--- config.mk ---
export PLATFORM = sky130hd
export DESIGN_NAME = gvs_ctrl
export DESIGN_NICKNAME = d
export VERILOG_FILES = /design/src/rtl/gvs_pkg.sv /design/src/rtl/gvs_sync_edge.sv /design/src/rtl/gvs_skew_timer.sv /design/src/rtl/gvs_frame_arbiter.sv /design/src/rtl/gvs_ctrl.sv
export SDC_FILE = /design/constraint.sdc
export NUM_CORES = 1
export LEC_CHECK = 0
export BUFFER_PORTS_ARGS = -buffer_cell sky130_fd_sc_hd__buf_2
export CORE_ASPECT_RATIO = 1.75
export CORE_MARGIN = 1.5
export CORE_UTILIZATION = 24
export CTS_BUF_LIST = sky130_fd_sc_hd__clkbuf_4 sky130_fd_sc_hd__clkbuf_8 sky130_fd_sc_hd__clkbuf_16
export DETAILED_ROUTE_END_ITERATION = 8
export GPL_ROUTABILITY_DRIVEN = 0
export GPL_TIMING_DRIVEN = 0
export HOLD_SLACK_MARGIN = 0.06
export PLACE_DENSITY = 0.48
export SLEW_MARGIN = 40
export SYNTH_ARGS = -nofsm -noshare
export SYNTH_HDL_FRONTEND = slang
export SYNTH_HIERARCHICAL = 1
export SYNTH_SLANG_ARGS = --single-unit
export TNS_END_PERCENT = 10
--- constraint.sdc ---
create_clock -name clk -period 5.5 [get_ports clk]
set_input_delay 0.275 -clock clk [delete_from_list [all_inputs] [get_ports clk]]
set_output_delay 0.275 -clock clk [all_outputs]
set_load 0.1 [all_outputs]
--- src/rtl/gvs_pkg.sv ---
package gvs_pkg;

  typedef enum logic [1:0] {
    GL_OFF      = 2'd0,
    GL_LOCKED   = 2'd1,
    GL_FALLBACK = 2'd2
  } gl_mode_e;

  function automatic gl_mode_e pick_mode(input logic gl_on,
                                         input logic to_on,
                                         input logic lost);
    if (!gl_on)
      return GL_OFF;
    else if (to_on && lost)
      return GL_FALLBACK;
    else
      return GL_LOCKED;
  endfunction

endpackage

--- src/rtl/gvs_sync_edge.sv ---
module gvs_sync_edge #(
  parameter int STAGES = 2
) (
  input  logic clk,
  input  logic rst,
  input  logic async_in,
  output logic rise_pulse
);
  localparam int LAST = STAGES;

  logic [LAST:0] chain;

  for (genvar i = 0; i <= LAST; i++) begin : g_stage
    if (i == 0) begin : g_first
      always_ff @(posedge clk) begin
        if (rst) chain[0] <= 1'b0;
        else     chain[0] <= async_in;
      end
    end else begin : g_next
      always_ff @(posedge clk) begin
        if (rst) chain[i] <= 1'b0;
        else     chain[i] <= chain[i-1];
      end
    end
  end

  assign rise_pulse = chain[LAST-1] & ~chain[LAST];

endmodule

--- src/rtl/gvs_skew_timer.sv ---
module gvs_skew_timer #(
  parameter int SKEW_W = 18
) (
  input  logic              clk,
  input  logic              rst,
  input  logic              start,
  input  logic              cancel,
  input  logic [SKEW_W-1:0] skew,
  output logic              busy,
  output logic              expire
);
  logic [SKEW_W-1:0] cnt_q;

  always_ff @(posedge clk) begin
    if (rst || cancel) begin
      busy  <= 1'b0;
      cnt_q <= '0;
    end else if (busy) begin
      if (cnt_q == '0) busy <= 1'b0;
      else             cnt_q <= cnt_q - 1'b1;
    end else if (start && (skew != '0)) begin
      busy  <= 1'b1;
      cnt_q <= skew - 1'b1;
    end
  end

  assign expire = busy && (cnt_q == '0);

endmodule

--- src/rtl/gvs_frame_arbiter.sv ---
module gvs_frame_arbiter
  import gvs_pkg::*;
(
  input  logic     clk,
  input  logic     rst,
  input  gl_mode_e mode,
  input  logic     vs_edge,
  input  logic     frame_end,
  input  logic     skew_zero,
  input  logic     tmr_busy,
  input  logic     tmr_expire,
  output logic     tmr_start,
  output logic     tmr_cancel,
  output logic     restart_q,
  output logic     wait_q
);
  logic restart_d;
  logic wait_d;

  always_comb begin
    tmr_start  = 1'b0;
    tmr_cancel = 1'b0;
    restart_d  = 1'b0;
    wait_d     = 1'b0;
    unique case (mode)
      GL_OFF: begin
        tmr_cancel = 1'b1;
        restart_d  = frame_end;
      end
      GL_FALLBACK: begin
        tmr_cancel = 1'b1;
        restart_d  = frame_end | wait_q | tmr_busy;
      end
      default: begin
        tmr_start = vs_edge & ~tmr_busy;
        restart_d = tmr_expire | (tmr_start & skew_zero);
        wait_d    = (wait_q | frame_end) & ~restart_d;
      end
    endcase
  end

  always_ff @(posedge clk) begin
    if (rst) begin
      restart_q <= 1'b0;
      wait_q    <= 1'b0;
    end else begin
      restart_q <= restart_d;
      wait_q    <= wait_d;
    end
  end

endmodule

--- src/rtl/gvs_ctrl.sv ---
module gvs_ctrl
  import gvs_pkg::*;
#(
  parameter int SKEW_W      = 18,
  parameter int SYNC_STAGES = 2
) (
  input  logic                clk,
  input  logic                rst,
  input  logic                ext_vsync,
  input  logic                vin_sync_lost,
  input  logic                tmr_frame_end,
  input  logic [SKEW_W+1:0]   ctrl_word,
  output logic                frame_restart,
  output logic                wait_status
);
  localparam int GL_BIT = SKEW_W;
  localparam int TO_BIT = SKEW_W + 1;

  logic [SKEW_W-1:0] skew_cfg;
  logic              gl_on;
  logic              to_on;
  gl_mode_e          mode;
  logic              vs_edge;
  logic              tmr_start;
  logic              tmr_cancel;
  logic              tmr_busy;
  logic              tmr_expire;

  assign skew_cfg = ctrl_word[SKEW_W-1:0];
  assign gl_on    = ctrl_word[GL_BIT];
  assign to_on    = ctrl_word[TO_BIT];
  assign mode     = pick_mode(gl_on, to_on, vin_sync_lost);

  gvs_sync_edge #(.STAGES(SYNC_STAGES)) u_sync (
    .clk        (clk),
    .rst        (rst),
    .async_in   (ext_vsync),
    .rise_pulse (vs_edge)
  );

  gvs_skew_timer #(.SKEW_W(SKEW_W)) u_timer (
    .clk    (clk),
    .rst    (rst),
    .start  (tmr_start),
    .cancel (tmr_cancel),
    .skew   (skew_cfg),
    .busy   (tmr_busy),
    .expire (tmr_expire)
  );

  gvs_frame_arbiter u_arb (
    .clk        (clk),
    .rst        (rst),
    .mode       (mode),
    .vs_edge    (vs_edge),
    .frame_end  (tmr_frame_end),
    .skew_zero  (skew_cfg == '0),
    .tmr_busy   (tmr_busy),
    .tmr_expire (tmr_expire),
    .tmr_start  (tmr_start),
    .tmr_cancel (tmr_cancel),
    .restart_q  (frame_restart),
    .wait_q     (wait_status)
  );

endmodule

### Yosys cells after proc, flatten, opt, wreduce, memory -nomap -nowiden

Index checks and enable logic that the tools add are counted.

* output and inout port bits: 2
* latch bits: 0
* memory bits (read-only): 0
* input bits: 25
* register bits after elaboration: 24
* memories kept: 0
* RAM bits: 0

* $mul: 0
* muxes and demuxes: 11
* shift operators: 0
* div/mod/pow operators: 0
* eq/ne operators: 2
* $add $sub $neg: 2
* reduce and logical (&&, ||, !) cells: 12
* magnitude comparators: 0
* bitwise logic cells: 10

Operators by type and width (count)
* 18-bit two-way mux: 3
* 18-bit logical NOT: 2
* 18-bit by 1-bit subtractor with 18-bit output, second input constant: 2
* 18-bit nonzero test: 1
* 1-bit two-way mux: 5
* 1-bit AND: 4
* 2-bit two-way mux: 2
* 1-bit logical AND: 3
* 1-bit NOT: 3
* 1-bit bitwise OR: 3
* 3-bit OR reduction: 1
* 2-bit equality test, second input constant: 1
* 2-bit logical NOT: 1
* 2-bit != test, second input constant: 1
* 1-bit one-hot mux with 2 select lines: 1
* 2-bit AND reduction: 1
* 2-bit nonzero test: 1
* 2-bit OR reduction: 1
* 1-bit logical OR: 1

### Logic depth before layout (Yosys ltp)

Gate-level depths: netlist of run 1.

* depth in word-level cells: 9
* depth in mapped cells: 11
* gate-level depth less buffers: 8

### Modules after synthesis

The synthesis of run 1 kept the hierarchy.

Modules (own cells, without submodules)
* gvs_skew_timer: area an instance 1705.4 um^2, cells each 234, times used 1, seq. area each 380.4 um^2
* gvs_frame_arbiter: area an instance 118.9 um^2, cells each 11, times used 1, seq. area each 40.0 um^2
* gvs_sync_edge: area an instance 87.6 um^2, cells each 7, times used 1, seq. area each 60.1 um^2
* gvs_ctrl: area an instance 57.6 um^2, cells each 8, times used 1, seq. area each 0.0 um^2

### Worst setup path after synthesis of run 1

No wires, ideal clock.

* kind: flip-flop to flip-flop
* from: register u_timer.busy
* to: register u_timer.cnt_q[12]
* buffers on the path: 4
* period minus slack after synthesis: 3065 ps
* data arrival time: 2933 ps
* setup time: 132 ps
* slack: 2435 ps
* cell stages (with the launch flop): 12
* path through: dfxtp_1 buf_6 buf_2 buf_1 buf_1 mux2i_1 ha_1 a21bo_2 or3_1 a21o_1 a22oi_1 a21oi_1

* word-level cells in the longest chain between the ends: 6

RTL lines
* start, declared: RTL line gvs_skew_timer.sv:9 `output logic busy,`
* start signal, assigned: RTL line gvs_skew_timer.sv:16 `busy <= 1'b0;`
* start signal, assigned: RTL line gvs_skew_timer.sv:19 `if (cnt_q == '0) busy <= 1'b0;`
* start signal, assigned: RTL line gvs_skew_timer.sv:22 `busy <= 1'b1;`
* 1-bit NOT: RTL line gvs_frame_arbiter.sv:35 `tmr_start = vs_edge & ~tmr_busy;`
* 1-bit AND: RTL line gvs_frame_arbiter.sv:35
* 1-bit two-way mux: RTL line gvs_frame_arbiter.sv:25 `unique case (mode)`
* 1-bit logical AND: RTL line gvs_skew_timer.sv:21 `end else if (start && (skew != '0)) begin`
* 2-bit nonzero test (no line)
* 2-bit AND reduction (no line)
* end signal, assigned: RTL line gvs_skew_timer.sv:20 `else cnt_q <= cnt_q - 1'b1;`
* end signal, assigned: RTL line gvs_skew_timer.sv:23 `cnt_q <= skew - 1'b1;`
* end, declared: RTL line gvs_skew_timer.sv:12 `logic [SKEW_W-1:0] cnt_q;`

Parallel ways exist; a longest one is shown, timed or not.
A chain may end at the register's enable or synchronous reset.

### Final worst setup path of run 1

* from: register u_timer.busy
* to: register u_timer.cnt_q[16]

Same word-level chain as after synthesis.

==> results of run 1 <==
[routing by layer]
layer	vias up	global-route usage, %	routed length, um
li1	1054	-	-
met4	0	11.3	348
met1	1040	17.6	2720
met2	75	30.8	3830
met5	-	0	0
met3	25	1.72	281
[power by group through the flow]
stage,Combinational (mW),Sequential (mW),Clock (mW)
5_1_grt,0.0794,0.179,0.233
3_3_place_gp,0.0718,0.183,0
4_1_cts,0.0723,0.179,0.225
6_report,0.0728,0.179,0.219
3_5_place_dp,0.0721,0.183,0
2_1_floorplan,0.0361,0.188,0
[worst max-delay path, stage by stage (launching register included)]
cell and delay, ns:
dfxtp_1 0.55, buf_6 0.19, buf_2 0.21, buf_1 0.44
buf_1 0.53, mux2i_1 0.30, ha_1 0.34, a21bo_2 0.31
or3_1 0.46, nand2b_1 0.22, o21ai_0 0.19, a22oi_1 0.11
[sequential cells by signal (all words and copies together) (netlist names)]
signal	count
u_timer/cnt_q	18
u_arb/wait_q	1
u_arb/restart_q	1
u_timer/busy	1
u_sync/chain	3
[cells by family after synthesis]
group / count (synthesis) / share of synthesized area [%]
XOR/XNOR: 3 / 1.33
buffers and inverters: 17 / 3.81
adder cells (fa/ha/maj): 1 / 0.635
multiplexers: 10 / 5.53
AO/OA/AOI/OAI: 78 / 26.3
AND/OR/NAND/NOR: 127 / 38.0
flip-flops: 24 / 24.4
[worst paths after layout]
check                              from                             end  slack [ns]  depth (start not counted)
min                           ext_vsync      u_sync/chain[0]$_SDFF_PP0_        0.22                          2
min reg2reg  u_sync/chain[0]$_SDFF_PP0_      u_sync/chain[1]$_SDFF_PP0_        0.46                          1
max             u_timer/busy$_SDFF_PP0_  u_timer/cnt_q[16]$_SDFFE_PP0P_        1.54                         11
max reg2reg     u_timer/busy$_SDFF_PP0_  u_timer/cnt_q[16]$_SDFFE_PP0P_        1.54                         11
[metrics by stage]
step	instances	util (%)	area, um2
floorplan	260	-	1970
global placement	376	27.8	2210
detailed placement	377	27.8	2220
CTS	381	29.2	2320
global route	381	29.2	2330
finish	381	29.2	2330
[cells in the final DEF, fill, tap and decap left out, drive strengths merged, types with 2 or more instances in the layout]
master / synthesis / final
mux2i: 3 / 3
nand4b: 5 / 5
mux2: 7 / 7
o21ai: 14 / 14
nand3: 4 / 4
xor2: 2 / 2
nand2b: 3 / 3
or3: 5 / 5
nor3: 13 / 13
o211ai: 5 / 5
nor3b: 7 / 7
a31oi: 5 / 5
or2: 4 / 4
and3: 2 / 2
clkbuf: 5 / 8
o22ai: 5 / 5
and3b: 2 / 2
nor2: 28 / 28
or3b: 3 / 3
buf: 7 / 34
a2111oi: 2 / 2
o22a: 2 / 2
dfxtp: 24 / 24
a22oi: 6 / 6
a21oi: 19 / 19
o21bai: 2 / 2
a21boi: 3 / 3
nand2: 21 / 21
inv: 5 / 5
a211oi: 2 / 2
a21o: 2 / 2
nor2b: 8 / 8
nor4: 10 / 10
or4: 5 / 5
[layout make-up]
cell class                      instances  area, um2
Buffer                                 12       56.3
Clock buffer                            3       75.1
Clock inverter                          1       30.0
Fill cell                             882       5640
Inverter                                5       18.8
Multi-Input combinational cell        219       1420
Sequential cell                        24        480
Tap cell                               90        113
Timing Repair Buffer                   27        135
==> flow_summary.yaml, run 1 <==
outcome:
  status: "completed"
logic_synthesis:
  ys.flop_type: "dfxtp_1"
  ys_seq_elements: 24
  synth_top_area_share_pct: 24.4
  syn_nets: 286
  synth.top_cells.by_count: "nor2_1 (28), dfxtp_1 (24), nand2_1 (21), a21oi_1 (19), nor3_1 (13)"
  yosys.area.top_type: "dfxtp_1"
  ys_seq_area_share_pct: 24.4
  syn_area_um2: 1970
  synthTopCellsByArea: "dfxtp_1 (24%), nor2_1 (5.3%), a21oi_1 (4.8%)"
  synth.distinct_cells: 61
  synth-async-reset-ratio_pct: 0
  synth_most_common_cell: "nor2_1"
  syn_avg_cell_area_um2: 7.57
  syn_inst: 260
  yosysWarnings: 6
  synth_edf_count: 0
critical_path:
  critPathRequiredTime_ns: 5.65
  start_kind: "register"
  worstSetupPathType: "reg2reg"
  arrival_ns: 4.12
  worstSetupEndpointType: "register"
  crit_fanout: 10
place:
  dp_worst_setup_slack_ns: 1.56
  io_buffers: 26
  hpwl_um: 5520
detailed_routing:
  drt.antenna.violating_nets: 0
  num_vias: 2194
  dr.pass1.iters: 4
  routed_wl_um: 7180
  wl_per_cell_um: 18.8
  drt_iter0_drc: 210
  vias_per_cell: 5.76
  remaining_drc_errors: 0
timing:
  fin_setup_tns_ns: 0
  rsz0062_at_grt: "no"
  fin_crit_sh_pct: 72.0
  hold_violations: 0
  setup_ws_ns: 1.54
  maxSlewViolCount: 0
  relSlewSlack_pct: 45.2
  finalCriticalPeriod_ns: 3.96
  setup_viol: 0
  fin_skew_ns: 0.00233
  tightest_slew_ns: 0.813
  max_freq_mhz: 252
  fin_hold_ws_ns: 0.221
power:
  powerDensity_nw_per_um2: 202
  finalPower_mw: 0.471
  p_seq_share_pct: 38.0
  vdd_drop_max_uv: 97.7
  p_int_mw: 0.348
  clock_power_share_pct: 46.6
  pwr-share-comb_pct: 15.5
  p_leak_nw: 0.857
  p_sw_mw: 0.123
  switching_share_pct: 26.1
min_path:
  hold_path.class: "in2reg"
cts:
  clk_pin_slew_ns: 0.07
  numClockSinks: 24
  cts_tree: "yes"
  clk_latency_ns: 0.27
  postCtsSetupBuffers: 0
  cts_root_buf: "clkbuf_16"
  cts_resized: 0
  cts_hold_buf: 0
  numCtsBuffers: 3
  cts_buffer_depth: 2
  htree_levels: 1
run:
  maxCapViolCount: 0
global_route:
  grt_max_degree: 15
  grt_overflow: 0
  grt_pass1_vias: 2106
  antenna_found_initial: 0
  grt_util_all_layers_pct: 16.8
  grt_pass1_wl_um: 11100
floorplan:
  dieArea_um2: 8780
  initial_core_util_pct: 24.7
  ios: 27
  die_w_um: 71.5
  die_h_um: 123
  core-area_um2: 7960
  std_cell_rows: 43
layout:
  drive_gt1_share_pct: 18.9
  nets: 318
  synthToLayoutAreaGrowth_pct: 18.2
  antennaDiodeCount: 0
Note: power is estimated with default switching activity, not from simulation.
==> inputs of run 2 (changes only) <==
Settings changed: PLACE_DENSITY 0.48 to 0.49.
Clock period 5.5 ns to 3.6 ns, I/O delays scaled along.
==> run 2 against run 1 <==
Against the previous run:
- non-clock buffer count shrank 1
- utilization grew 0.063 points
- setup slack lost 1.2 ns
- final cell count shrank 0.26%
- flip-flop and latch count is the same
- global-route usage shrank 0.40 points
- sequential power grew 53%
- critical path type unchanged
- sequential share of layout area is essentially flat
- the run now ends with design-rule violations left
- via count grew 1.5%
==> flow_summary.yaml, run 2 (synthesis gave the netlist of run 1 again) <==
place:
  io_buffers: 26
  hpwl_um: 5510
  placed_cells: 377
  dpl_cell_area_um2: 2220
timing:
  maxSlewViolCount: 0
  rsz0062_at_grt: "no"
  tightest_slew_ns: 0.792
  fin_crit_sh_pct: 91.6
  fin_skew_ns: 0.00398
  relSlewSlack_pct: 46.7
  fin_setup_tns_ns: 0
  setup_viol: 0
  max_freq_mhz: 303
  finalCriticalPeriod_ns: 3.30
  hold_violations: 0
power:
  vdd_drop_max_uv: 155
  powerDensity_nw_per_um2: 308
  p_leak_nw: 0.862
  finalPower_mw: 0.719
critical_path:
  crit_fanout: 19
  reg2reg_depth: 10
  reg2reg_to: "u_timer/cnt_q[16]$_SDFFE_PP0P_"
  worstSetupPathType: "reg2reg"
  cp-startpoint: "u_timer/busy$_SDFF_PP0_"
  cp-endpoint: "u_timer/cnt_q[16]$_SDFFE_PP0P_"
  start_kind: "register"
  arrival_ns: 3.45
  r2r_start: "u_timer/busy$_SDFF_PP0_"
  rrSetupSlack_ns: 0.30
  worstSetupEndpointType: "register"
  critPathRequiredTime_ns: 3.75
layout:
  largest_reg_flops: 18
  nets: 317
  top_register: "u_timer/cnt_q"
  drive_gt1_share_pct: 20.0
  top_regs: "u_timer/cnt_q (18), u_sync/chain (3)"
  fillers: 889
  final_common_cell: "buf_2"
  most-common-layout-cells: "buf_2 (31), nor2_1 (28), dfxtp_1 (23)"
  instances_no_fill: 380
  synthToLayoutAreaGrowth_pct: 18.4
  antennaDiodeCount: 0
  design_area_um2: 2330
floorplan:
  die_w_um: 71.5
  core-area_um2: 7960
  ios: 27
  die_h_um: 123
  initial_core_util_pct: 24.7
  dieArea_um2: 8780
  std_cell_rows: 43
cts:
  postCtsSetupBuffers: 0
  cts_root_buf: "clkbuf_16"
  cts_buffer_depth: 2
  cts_tree: "yes"
  numClockSinks: 24
  htree_levels: 1
  clk_latency_ns: 0.27
  cts_hold_buf: 0
  clk_pin_slew_ns: 0.07
  numCtsBuffers: 3
detailed_routing:
  wl_per_cell_um: 18.6
  routed_wl_um: 7060
  vias_per_cell: 5.86
  num_vias: 2226
  remaining_drc_errors: 2
  drt_iter0_drc: 186
  dr.pass1.iters: 6
  drt.antenna.violating_nets: 0
global_route:
  grt_pass1_vias: 2043
  grt_pass1_wl_um: 11100
  grt_max_degree: 20
  grt_util_all_layers_pct: 16.4
  grt_overflow: 0
  antenna_found_initial: 0
min_path:
  hold_path.class: "in2reg"
outcome:
  status: "finished, violations left"
  violations: "design-rule violations"
run:
  maxCapViolCount: 0
## run 2: final cells by class
type,instances,area (um2),share of cell area [%]
Inverter,5,18.8,0.805
Sequential cell,24,482,20.7
Clock buffer,3,75.1,3.22
Multi-Input combinational cell,219,1430,61.1
Tap cell,90,113,4.83
Timing Repair Buffer,27,135,5.79
Buffer,11,53.8,2.31
Clock inverter,1,30.0,1.29
## run 2: through the flow
step	worst slack, ns	hold slack [ns]	util, %
floorplan	0.535	0.246	-
global placement	-0.341	0.409	27.8
detailed placement	-0.351	0.418	27.8
CTS	0.192	0.140	29.1
global route	0.0520	0.137	29.3
finish	0.301	0.135	29.3
## run 2: how the worst min path moves through the flow
stage                                 end  slack, ns      start  depth (start not counted)
3_5_place_dp   u_sync/chain[0]$_SDFF_PP0_       0.42  ext_vsync                          2
5_1_grt        u_sync/chain[0]$_SDFF_PP0_       0.14  ext_vsync                          2
6_report       u_sync/chain[0]$_SDFF_PP0_       0.13  ext_vsync                          2
2_1_floorplan  u_arb/restart_q$_SDFF_PP0_       0.25        rst                          1
3_3_place_gp   u_sync/chain[0]$_SDFF_PP0_       0.41  ext_vsync                          2
4_1_cts        u_sync/chain[0]$_SDFF_PP0_       0.14  ext_vsync                          2
## run 2: timing repair
action,CTS,global route
hold endpoints to repair,0,0
setup endpoints to repair,4,3
gates cloned,0,0
gates resized for setup,1,1
## run 2: metal layers
metal	vias to the layer above	GRT usage [%]	wire length [um]	share of wire, %
met5	-	0	0	0
met4	0	8.84	289	4.1
met3	19	2.05	334	4.7
met2	70	31.5	3880	55
met1	1080	16.7	2550	36
li1	1057	-	-	-
## run 2: where the power goes
group | total, mW | leakage (nW) | switching (mW) | internal (mW)
Clock | 0.335 | 0.0511 | 0.113 | 0.222
Sequential | 0.273 | 0.195 | 0.00326 | 0.270
Combinational | 0.111 | 0.616 | 0.0718 | 0.0395
## run 2: critical path, stage by stage (launching register included)
cell and delay, ns:
dfxtp_2 0.45, buf_6 0.17, buf_2 0.33, buf_2 0.34
mux2i_1 0.28, ha_1 0.34, a21bo_2 0.31, or3_1 0.46
nand2b_1 0.21, o21ai_0 0.17, a22oi_1 0.10
==> inputs of run 3 (changes only) <==
Settings changed: CORE_UTILIZATION 24 to 38, PLACE_DENSITY 0.49 to 0.67.
==> run 3 against run 2 <==
Against the previous run:
- setup slack got worse by 0.060 ns
- first-iteration DRC count decreased by 23%
- flip-flop and latch count did not move
- count of clock-buffer cells in the layout did not move
- register-to-register slack worse by 0.06 ns
- global-route usage grew 6.4 points
- final area decreased by 4.0%
- critical endpoint unchanged
- sequential power about the same
- critical path depth did not move
- via count increased by 0.67%
- clock power shrank 27%
- the run now ends clean
- largest cell class unchanged
- routed wire length shrank 11%
==> flow_summary.yaml, run 3 (synthesis gave the netlist of run 1 again) <==
outcome:
  status: "completed"
power:
  clock_power_share_pct: 39.2
  p_sw_mw: 0.169
  p_seq_share_pct: 43.5
  p_int_mw: 0.458
  p_leak_nw: 0.839
  vdd_drop_max_uv: 279
  powerDensity_nw_per_um2: 280
  switching_share_pct: 27.0
  pwr-share-comb_pct: 17.3
cts:
  cts_buffer_depth: 2
  numClockSinks: 24
  clk_latency_ns: 0.27
  cts_root_buf: "clkbuf_8"
  htree_levels: 1
  clk_pin_slew_ns: 0.10
  cts_tree: "yes"
  postCtsSetupBuffers: 0
  numCtsBuffers: 3
detailed_routing:
  drt.antenna.violating_nets: 0
  drt_iter0_drc: 143
  num_vias: 2241
  remaining_drc_errors: 0
  wl_per_cell_um: 18.2
  routed_wl_um: 6250
  vias_per_cell: 6.51
  dr.pass1.iters: 5
layout:
  final_common_cell: "buf_2"
  top_register: "u_timer/cnt_q"
  largest_reg_flops: 18
  instances_no_fill: 344
  nets: 317
  fillers: 523
  drive_gt1_share_pct: 18.6
  design_area_um2: 2240
  multiInputGateArea_um2: 1410
  seq_area_um2: 480
  most-common-layout-cells: "buf_2 (30), nor2_1 (28), dfxtp_1 (24)"
  top_regs: "u_timer/cnt_q (18), u_sync/chain (3)"
  finalCoreUtilization_pct: 45.0
  synthToLayoutAreaGrowth_pct: 13.7
  antennaDiodeCount: 0
timing:
  maxSlewViolCount: 0
  fin_crit_sh_pct: 93.3
  hold_violations: 0
  finalCriticalPeriod_ns: 3.36
  setup_ws_ns: 0.241
  rsz0062_at_grt: "no"
  relSlewSlack_pct: 43.1
  tightest_slew_ns: 0.851
  setup_viol: 0
  max_freq_mhz: 298
  fin_hold_ws_ns: 0.113
  fin_skew_ns: 0.00275
floorplan:
  initial_core_util_pct: 39.6
  ios: 27
  die_h_um: 98.2
  die_w_um: 57.4
  std_cell_rows: 34
  dieArea_um2: 5640
  core-area_um2: 4980
place:
  dpl_cell_area_um2: 2170
  hpwl_um: 4690
  placed_cells: 341
  io_buffers: 26
  dp_worst_setup_slack_ns: -0.215
global_route:
  grt_util_all_layers_pct: 22.8
  grt_max_degree: 20
  grt_pass1_wl_um: 10300
  grt_pass1_vias: 2132
  antenna_found_initial: 0
  grt_overflow: 0
critical_path:
  cp_slowest_cell: "dfxtp_1"
  max_stage_delay_ns: 0.55
  worstSetupPathType: "reg2reg"
  crit_top_cell: "buf_2"
  crit_fanout: 19
  start_kind: "register"
  critPathRequiredTime_ns: 3.76
  path_cells: "buf_6 -> buf_2 -> buf_2 -> mux2i_1 -> ha_1 -> a21bo_2 -> or3_1 -> nand2b_1 -> o21ai_0 -> a22oi_1"
  arrival_ns: 3.52
  worstSetupEndpointType: "register"
  crit_family: "buffers and inverters"
  critPathBufInv: 3
min_path:
  hold_path.class: "in2reg"
run:
  maxCapViolCount: 0
## run 3: cell counts in the layout (fill, tap and decap cells not counted)
Identical to the previous run, type by type.
## run 3: worst paths after layout
kind	startpoint	endpoint	slack, ns	cells after the start
worst max register to register	u_timer/busy$_SDFF_PP0_	u_timer/cnt_q[16]$_SDFFE_PP0P_	0.24	10
worst max-delay path	u_timer/busy$_SDFF_PP0_	u_timer/cnt_q[16]$_SDFFE_PP0P_	0.24	10
worst min-delay path	ext_vsync	u_sync/chain[0]$_SDFF_PP0_	0.11	2
worst min register to register	u_sync/chain[0]$_SDFF_PP0_	u_sync/chain[1]$_SDFF_PP0_	0.46	1
## run 3: repair_timing
item / in CTS / in global routing
resized for setup: 1 / 0
hold buffers: 0 / 0
endpoints found under the setup margin: 4 / 0
## run 3: per-stage QoR
stage          power (mW)  TNS, ns
6_report            0.627        0
5_1_grt             0.654        0
2_1_floorplan       0.342        0
3_5_place_dp        0.386   -0.640
3_3_place_gp        0.385   -0.655
4_1_cts             0.636        0
## run 3: area by class of cell
class / instances / share of cell area (%)
Sequential cell: 24 / 21.5
Tap cell: 54 / 3.02
Inverter: 5 / 0.838
Clock inverter: 1 / 1.34
Timing Repair Buffer: 27 / 5.98
Clock buffer: 3 / 1.84
Buffer: 11 / 2.40
Multi-Input combinational cell: 219 / 63.1
## run 3: worst reg2reg max path, stage by stage, from the launching register on
cell and delay [ns]:
dfxtp_1 0.55, buf_6 0.19, buf_2 0.33, buf_2 0.34
mux2i_1 0.26, ha_1 0.33, a21bo_2 0.31, or3_1 0.45
nand2b_1 0.21, o21ai_0 0.18, a22oi_1 0.10
## run 3: power groups by stage
stage	logic (mW)	registers [mW]	clock network (mW)
2_1_floorplan	0.0552	0.287	0
3_3_place_gp	0.106	0.279	0
3_5_place_dp	0.107	0.279	0
4_1_cts	0.107	0.273	0.256
5_1_grt	0.119	0.273	0.261
6_report	0.109	0.273	0.246
## run 3: metal layers
layer / part of all wire [%] / vias up / GRT usage, %
met4: 4.7 / 0 / 13.1
met1: 38 / 1042 / 26.5
li1: - / 1059 / -
met3: 5.8 / 27 / 2.38
met5: 0 / - / 0
met2: 51 / 113 / 39.0
